**src/rtl/bic_pkg.sv**
```systemverilog
package bic_pkg;
    localparam int BANK_W = 32;

    // register group, taken from address bits [7:4]
    typedef enum logic [3:0] {
        GRP_MISC = 4'h0,
        GRP_IRQP = 4'h1,
        GRP_FIQP = 4'h2,
        GRP_SEL  = 4'h3,
        GRP_EN   = 4'h4,
        GRP_MASK = 4'h5
    } grp_e;

    // word slots inside the misc group, taken from address bits [3:2]
    typedef enum logic [1:0] {
        MISC_VEC  = 2'd0,
        MISC_BASE = 2'd1,
        MISC_PROT = 2'd2,
        MISC_TRIG = 2'd3
    } misc_e;

    typedef enum logic [1:0] {
        TRIG_HIGH = 2'd0,
        TRIG_LOW  = 2'd1,
        TRIG_RISE = 2'd2,
        TRIG_FALL = 2'd3
    } trig_e;

    typedef struct packed {
        logic [31:0] base;
        logic        prot;
        trig_e       trig;
    } ctl_t;

    localparam ctl_t CTL_RST = '{base: 32'h0, prot: 1'b0, trig: TRIG_HIGH};

    function automatic logic is_known_grp(input logic [3:0] g);
        return g <= 4'h5;
    endfunction

    function automatic logic [1:0] slot_of(input logic [7:0] a);
        return a[3:2];
    endfunction
endpackage

```
**src/rtl/bic_nmi.sv**
```systemverilog
module bic_nmi
    import bic_pkg::*;
(
    input  logic  clk,
    input  logic  rst,
    input  logic  pin,
    input  trig_e trig,
    input  logic  clr,
    output logic  latch
);
    logic prev_q;
    logic hit;

    always_comb begin
        unique case (trig)
            TRIG_HIGH: hit = pin;
            TRIG_LOW:  hit = !pin;
            TRIG_RISE: hit = pin && !prev_q;
            TRIG_FALL: hit = !pin && prev_q;
            default:   hit = 1'b0;
        endcase
    end

    always_ff @(posedge clk) begin
        if (rst) begin
            prev_q <= 1'b0;
            latch  <= 1'b0;
        end else begin
            prev_q <= pin;
            if (hit)
                latch <= 1'b1;
            else if (clr)
                latch <= 1'b0;
        end
    end

    // without a clear the latch stays set
    p_nmi_sticky_r6: assert property (@(posedge clk) disable iff (rst)
        latch && !clr |=> latch);
    // a clear leaves the latch set only when the trigger fired in that cycle
    p_nmi_clear_r6: assert property (@(posedge clk) disable iff (rst)
        clr && latch && !hit |=> !latch);
endmodule

```
**src/rtl/bic_prio.sv**
```systemverilog
module bic_prio #(
    parameter int N = 96,
    localparam int IW = $clog2(N)
) (
    input  logic [N-1:0]  req,
    output logic          found,
    output logic [IW-1:0] idx
);
    always_comb begin
        found = 1'b0;
        idx   = '0;
        for (int i = N - 1; i >= 0; i--) begin
            if (req[i]) begin
                found = 1'b1;
                idx   = IW'(i);
            end
        end
    end

    // no lower-numbered request is set below the chosen index
    always_comb begin
        if (found)
            p_prio_lowest_r5: assert ((req & ((N'(1) << idx) - N'(1))) == '0);
    end
endmodule

```
**src/rtl/bic_regs.sv**
```systemverilog
module bic_regs
    import bic_pkg::*;
#(
    parameter int NUM_BANKS = 3,
    localparam int NS = NUM_BANKS * BANK_W,
    localparam int IW = $clog2(NS),
    localparam int BW = (NUM_BANKS > 1) ? $clog2(NUM_BANKS) : 1
) (
    input  logic          clk,
    input  logic          rst,
    input  logic          wr_en,
    input  logic [7:0]    addr,
    input  logic [31:0]   wdata,
    output logic [31:0]   rdata,
    input  logic [NS-1:0] irq_pend,
    input  logic [NS-1:0] fiq_pend,
    input  logic [IW-1:0] vec_idx,
    output logic [NS-1:0] en_flat,
    output logic [NS-1:0] mask_flat,
    output logic [NS-1:0] sel_flat,
    output ctl_t          ctl,
    output logic          nmi_clr
);
    logic [BANK_W-1:0] en_q   [NUM_BANKS];
    logic [BANK_W-1:0] mask_q [NUM_BANKS];
    logic [BANK_W-1:0] sel_q  [NUM_BANKS];

    grp_e    grp;
    logic [1:0] slot;
    logic    bank_ok;
    logic [BW-1:0] bank;

    assign grp     = grp_e'(addr[7:4]);
    assign slot    = slot_of(addr);
    assign bank_ok = is_known_grp(addr[7:4]) && (int'(slot) < NUM_BANKS);
    assign bank    = BW'(slot);

    assign nmi_clr = wr_en && (grp == GRP_IRQP) && (slot == 2'd0) && wdata[0];

    always_ff @(posedge clk) begin
        if (rst) begin
            for (int b = 0; b < NUM_BANKS; b++) begin
                en_q[b]   <= '0;
                mask_q[b] <= '1;
                sel_q[b]  <= '0;
            end
            ctl <= CTL_RST;
        end else if (wr_en) begin
            unique case (grp)
                GRP_SEL:  if (bank_ok) sel_q[bank]  <= wdata;
                GRP_EN:   if (bank_ok) en_q[bank]   <= wdata;
                GRP_MASK: if (bank_ok) mask_q[bank] <= wdata;
                GRP_MISC: begin
                    unique case (misc_e'(slot))
                        MISC_BASE: ctl.base <= wdata;
                        MISC_PROT: ctl.prot <= wdata[0];
                        MISC_TRIG: ctl.trig <= trig_e'(wdata[1:0]);
                        default: ;
                    endcase
                end
                default: ;
            endcase
        end
    end

    for (genvar b = 0; b < NUM_BANKS; b++) begin : g_flat
        assign en_flat[b*BANK_W +: BANK_W]   = en_q[b];
        assign mask_flat[b*BANK_W +: BANK_W] = mask_q[b];
        assign sel_flat[b*BANK_W +: BANK_W]  = sel_q[b];
    end

    always_comb begin
        rdata = '0;
        unique case (grp)
            GRP_MISC: begin
                unique case (misc_e'(slot))
                    MISC_VEC:  rdata = 32'(vec_idx);
                    MISC_BASE: rdata = ctl.base;
                    MISC_PROT: rdata = {31'b0, ctl.prot};
                    MISC_TRIG: rdata = {30'b0, ctl.trig};
                    default: ;
                endcase
            end
            GRP_IRQP: if (bank_ok) rdata = irq_pend[int'(bank)*BANK_W +: BANK_W];
            GRP_FIQP: if (bank_ok) rdata = fiq_pend[int'(bank)*BANK_W +: BANK_W];
            GRP_SEL:  if (bank_ok) rdata = sel_q[bank];
            GRP_EN:   if (bank_ok) rdata = en_q[bank];
            GRP_MASK: if (bank_ok) rdata = mask_q[bank];
            default: ;
        endcase
    end

    // the first cycle after reset shows all mask bits set and no enables
    p_reset_vals_r10: assert property (@(posedge clk) disable iff (rst)
        $past(rst) |-> (mask_flat == '1) && (en_flat == '0) && (sel_flat == '0));
    // a write to an unmapped group changes no enable bit
    p_unmapped_quiet_r11: assert property (@(posedge clk) disable iff (rst)
        wr_en && !is_known_grp(addr[7:4]) |=> $stable(en_flat));
endmodule

```
**src/rtl/banked_irq_ctrl.sv**
```systemverilog
module banked_irq_ctrl
    import bic_pkg::*;
#(
    parameter int NUM_BANKS = 3,
    localparam int NS = NUM_BANKS * BANK_W,
    localparam int IW = $clog2(NS)
) (
    input  logic          clk,
    input  logic          rst,
    input  logic          wr_en,
    input  logic [7:0]    addr,
    input  logic [31:0]   wdata,
    output logic [31:0]   rdata,
    input  logic          nmi_i,
    input  logic [NS-1:1] src_i,
    output logic          irq_o,
    output logic          fiq_o
);
    logic [NS-1:0] en_flat, mask_flat, sel_flat;
    logic [NS-1:0] raw, gated;
    logic [NS-1:0] irq_pend_q, fiq_pend_q;
    logic [IW-1:0] vec_idx;
    logic          vec_found;
    logic          nmi_latch, nmi_clr;
    ctl_t          ctl;

    bic_regs #(.NUM_BANKS(NUM_BANKS)) u_regs (
        .clk       (clk),
        .rst       (rst),
        .wr_en     (wr_en),
        .addr      (addr),
        .wdata     (wdata),
        .rdata     (rdata),
        .irq_pend  (irq_pend_q),
        .fiq_pend  (fiq_pend_q),
        .vec_idx   (vec_idx),
        .en_flat   (en_flat),
        .mask_flat (mask_flat),
        .sel_flat  (sel_flat),
        .ctl       (ctl),
        .nmi_clr   (nmi_clr)
    );

    bic_nmi u_nmi (
        .clk   (clk),
        .rst   (rst),
        .pin   (nmi_i),
        .trig  (ctl.trig),
        .clr   (nmi_clr),
        .latch (nmi_latch)
    );

    assign raw   = {src_i, nmi_latch};
    assign gated = raw & en_flat & ~mask_flat;

    always_ff @(posedge clk) begin
        if (rst) begin
            irq_pend_q <= '0;
            fiq_pend_q <= '0;
            irq_o      <= 1'b0;
            fiq_o      <= 1'b0;
        end else begin
            irq_pend_q <= gated & ~sel_flat;
            fiq_pend_q <= gated & sel_flat;
            irq_o      <= |(gated & ~sel_flat);
            fiq_o      <= |(gated & sel_flat);
        end
    end

    bic_prio #(.N(NS)) u_prio (
        .req   (irq_pend_q),
        .found (vec_found),
        .idx   (vec_idx)
    );

    // steering puts a source in one pending bank only
    p_path_disjoint_r4: assert property (@(posedge clk) disable iff (rst)
        (irq_pend_q & fiq_pend_q) == '0);
    // a found vector points at a set normal pending bit
    p_vec_points_r5: assert property (@(posedge clk) disable iff (rst)
        vec_found |-> irq_pend_q[vec_idx]);
    // nothing pending reads vector 0
    p_vec_idle_r5: assert property (@(posedge clk) disable iff (rst)
        !vec_found |-> vec_idx == '0);
    // with every enable cleared, both lines drop on the next edge
    p_quiet_r8: assert property (@(posedge clk) disable iff (rst)
        (en_flat == '0) |=> !irq_o && !fiq_o);
    // request lines agree with their pending banks
    p_line_or_r9: assert property (@(posedge clk) disable iff (rst)
        (irq_o == (|irq_pend_q)) && (fiq_o == (|fiq_pend_q)));
endmodule

```
**config.mk**
```make
export PLATFORM = sky130hd
export DESIGN_NAME = banked_irq_ctrl
export DESIGN_NICKNAME = d
export VERILOG_FILES = /design/src/rtl/bic_pkg.sv /design/src/rtl/bic_nmi.sv /design/src/rtl/bic_prio.sv /design/src/rtl/bic_regs.sv /design/src/rtl/banked_irq_ctrl.sv
export SDC_FILE = /design/constraint.sdc
export NUM_CORES = 1
export LEC_CHECK = 0
export BUFFER_PORTS_ARGS = -buffer_cell sky130_fd_sc_hd__buf_4
export CAP_MARGIN = 20
export CORE_AREA = 2 2 183 275
export DETAILED_ROUTE_END_ITERATION = 7
export DIE_AREA = 0 0 185 277
export PLACE_DENSITY = 0.73
export SLEW_MARGIN = 20
export SYNTH_ARGS = -nofsm -noshare
export SYNTH_HDL_FRONTEND = slang
export SYNTH_SLANG_ARGS = --single-unit
export TNS_END_PERCENT = 20
```
**constraint.sdc**
```tcl
create_clock -name clk -period 8.1 [get_ports clk]
set_clock_uncertainty 0.05 [all_clocks]
set_input_delay 1.215 -clock clk [delete_from_list [all_inputs] [get_ports clk]]
set_output_delay 1.215 -clock clk [all_outputs]
set_load 0.05 [all_outputs]
```
==> results.toml <==
[routing]
wl_per_cell_um = 34.5
ant_nets = 0
route.detailed.drc = 0
vias_per_cell = 6.73
routed-via-count = 22300
dr.pass1.iters = 6
dr.first_iter.drc_count = 2924
totalWireLength_um = 114000

[synth]
synthCells = 2421
synthDistinctLibCells = 70
synth_area_um2 = 26700
yosysMostFrequentCell = "edfxtp_1"
yosys-top-cells-count = "edfxtp_1 (340), dfxtp_1 (231), and2_1 (192)"
synth-simple-area-share_pct = 21.2
ys_ff_latch = 571
ys.flop_type = "edfxtp_1"
muxShareOfSynthArea_pct = 9.08
synth_area_leaders = "edfxtp_1 (38%), dfxtp_1 (17%), mux2i_1 (4.6%)"
synth_edf_count = 340
synth_top_area_share_pct = 38.2
synth_compound_area_share_pct = 10.4
yosys_warnings = 0
synth.largest_area_cell = "edfxtp_1"
avgSynthCellArea_um2 = 11.0
synth_top_family_by_area = "simple AND/OR/NAND/NOR gates"
synthArstFlopShare_pct = 0
yosys.area_share.xor_xnor_pct = 0
yosysSeqAreaShare_pct = 55.5
synth_adder_area_share_pct = 0

[clock_tree]
cts_buffers = 52
path_clk_slew_ps = 70
cts_setup_buffers = 0
clockRootBuffer = "clkbuf_16"
cts_max_path_buffers = 3
clk_latency_ps = 590
ctsHoldBuffers = 0
cts.sinks = 571
cts_tree = "yes"
cts_resized = 0
cts.htree.levels = 2

[floorplanning]
die_h_um = 277
dieArea_um2 = 51200
rows = 100
initial_core_util_pct = 54.5
fp.coreArea_um2 = 49000
num_io_pins = 173
dieWidth_um = 185

[layout]
nets = 2732
register_area_um2 = 14800
drive_gt1_share_pct = 14.5
final.fill_count = 4028
multi_input_comb_area_um2 = 11200
stdcell_count = 3305
syn_to_final_growth_pct = 14.7

[pwr]
seqPwrFrac_pct = 50.2
combPwrFrac_pct = 10.0
vdd_drop_max_mv = 0.220
clkPwrFrac_pct = 39.9
switching_share_pct = 25.3
switchingPower_mw = 1.66
internal-power_mw = 4.90
cellPowerDensity_nw_per_um2 = 214
p_leak_nw = 11.1
power_mw = 6.56

[run_status]
outcome = "complete, no violations"

[placement]
numPortBuffers = 170
dp_slack_ps = 2580
post-dp-hpwl_um = 79700
numPlacedInstances = 3202
globalplace.congestion = 1.05

[global_routing]
grt_pass1_vias = 22000
grtUsageTotal_pct = 44.8
grt_overflow = 0
grt_pass1_wl_um = 159000
grt_max_degree = 156
antenna_found_initial = 5

[sta]
hold_viol = 0
rsz0062_at_grt = "false"
holdWs_ps = 408
slew_violations = 0
setup_viol = 0
tightestPinTransition_ps = 1250
tns_ps = 0
period_minus_slack_ps = 5800
setup_ws_ps = 2300
period_share_pct = 71.6
relSlewSlack_pct = 16.5
timing.fmax_ghz = 0.172

[critical_path]
crit_arrival_ps = 4530
crit_type = "in -> out"
endpoint_kind = "output pin"
critPathMaxFanout = 53
start_kind = "input pin"
worstPathRequired_ps = 6840
reg2reg_slack_ps = 5180
rr_worst_depth = 6

[hold_path]
holdCritPathClass = "reg -> reg"
min_path_cells = 2

[flow_run]
max_cap_violations = 0
per-stage QoR:
| stage | utilization, % | cell area, um^2 |
|---|---|---|
| 4_1_cts | 62.4 | 30600 |
| 5_1_grt | 62.4 | 30600 |
| 6_report | 62.4 | 30600 |
| 3_3_place_gp | 58.7 | 28800 |
| 2_1_floorplan | - | 26900 |
| 3_5_place_dp | 58.7 | 28800 |
layer usage:
layer  vias to the layer above  part of all wire, %  global-route usage [%]
met5                         -               0.0096                       0
met4                         2                  9.1                    34.1
met3                       447                   10                    10.5
met2                      1596                   47                    71.4
met1                     10900                   33                    52.0
li1                       9321                    -                       -
kinds of logic (layout without fill, tap and decap cells):
family | after synthesis | after routing
muxes | 176 | 176
DFF | 571 | 571
other | 1 | 58
and+or+nand+nor | 1006 | 1006
buffers and inverters | 240 | 404
AOI/OAI and AO/OA | 427 | 427
critical path: stages:
cell and delay (ps):
buf_4 630, nand3b_1 790, o22ai_1 250, a2111oi_0 1030, o211ai_1 300, buf_4 300
power groups by stage:
stage | clock, mW | sequential, mW | combinational (mW)
after floorplan | 0 | 3.30 | 0.350
after global placement | 0 | 3.34 | 0.624
after detailed placement | 0 | 3.35 | 0.630
after CTS | 2.61 | 3.28 | 0.633
after global routing | 2.72 | 3.29 | 0.675
final | 2.61 | 3.29 | 0.655
final cells by class:
type,instances,area share (%)
sequential,571,48.4
multi-input combinational,1661,36.5
timing repair buffer,206,5.22
clock buffer,77,5.07
tap,663,2.71
inverter,101,1.24
clock inverter,20,0.793
antenna,6,0.0490
layout by cell type, fill, tap and decap left out, drive strengths merged, types with 96 or more instances in the layout:
| cell type | synthesis | routed |
|---|---|---|
| nand2 | 156 | 156 |
| o21ai | 98 | 98 |
| inv | 101 | 102 |
| nor2 | 113 | 113 |
| buf | 53 | 206 |
| and2 | 192 | 192 |
| dfxtp | 231 | 231 |
| edfxtp | 340 | 340 |
| nor3 | 187 | 187 |
| mux2i | 123 | 123 |
| nand3b | 96 | 96 |
state kept, by name (all words and copies together), names as in the netlist:
register / flops
fiq_o: 1
fiq_pend_q: 96
irq_o: 1
irq_pend_q: 96
u_nmi.latch: 1
u_nmi.prev_q: 1
u_regs.ctl: 35
u_regs.en_q: 113
u_regs.mask_q: 113
u_regs.sel_q: 114
path summary, 6_finish.rpt:
path                     startpoint             end
hold / removal       u_regs.ctl[26]  u_regs.ctl[26]
setup reg to reg  u_regs.en_q[1][3]           fiq_o
hold reg to reg      u_regs.ctl[26]  u_regs.ctl[26]
setup / recovery            addr[4]        rdata[1]
Note: power is estimated with default switching activity, not from simulation.
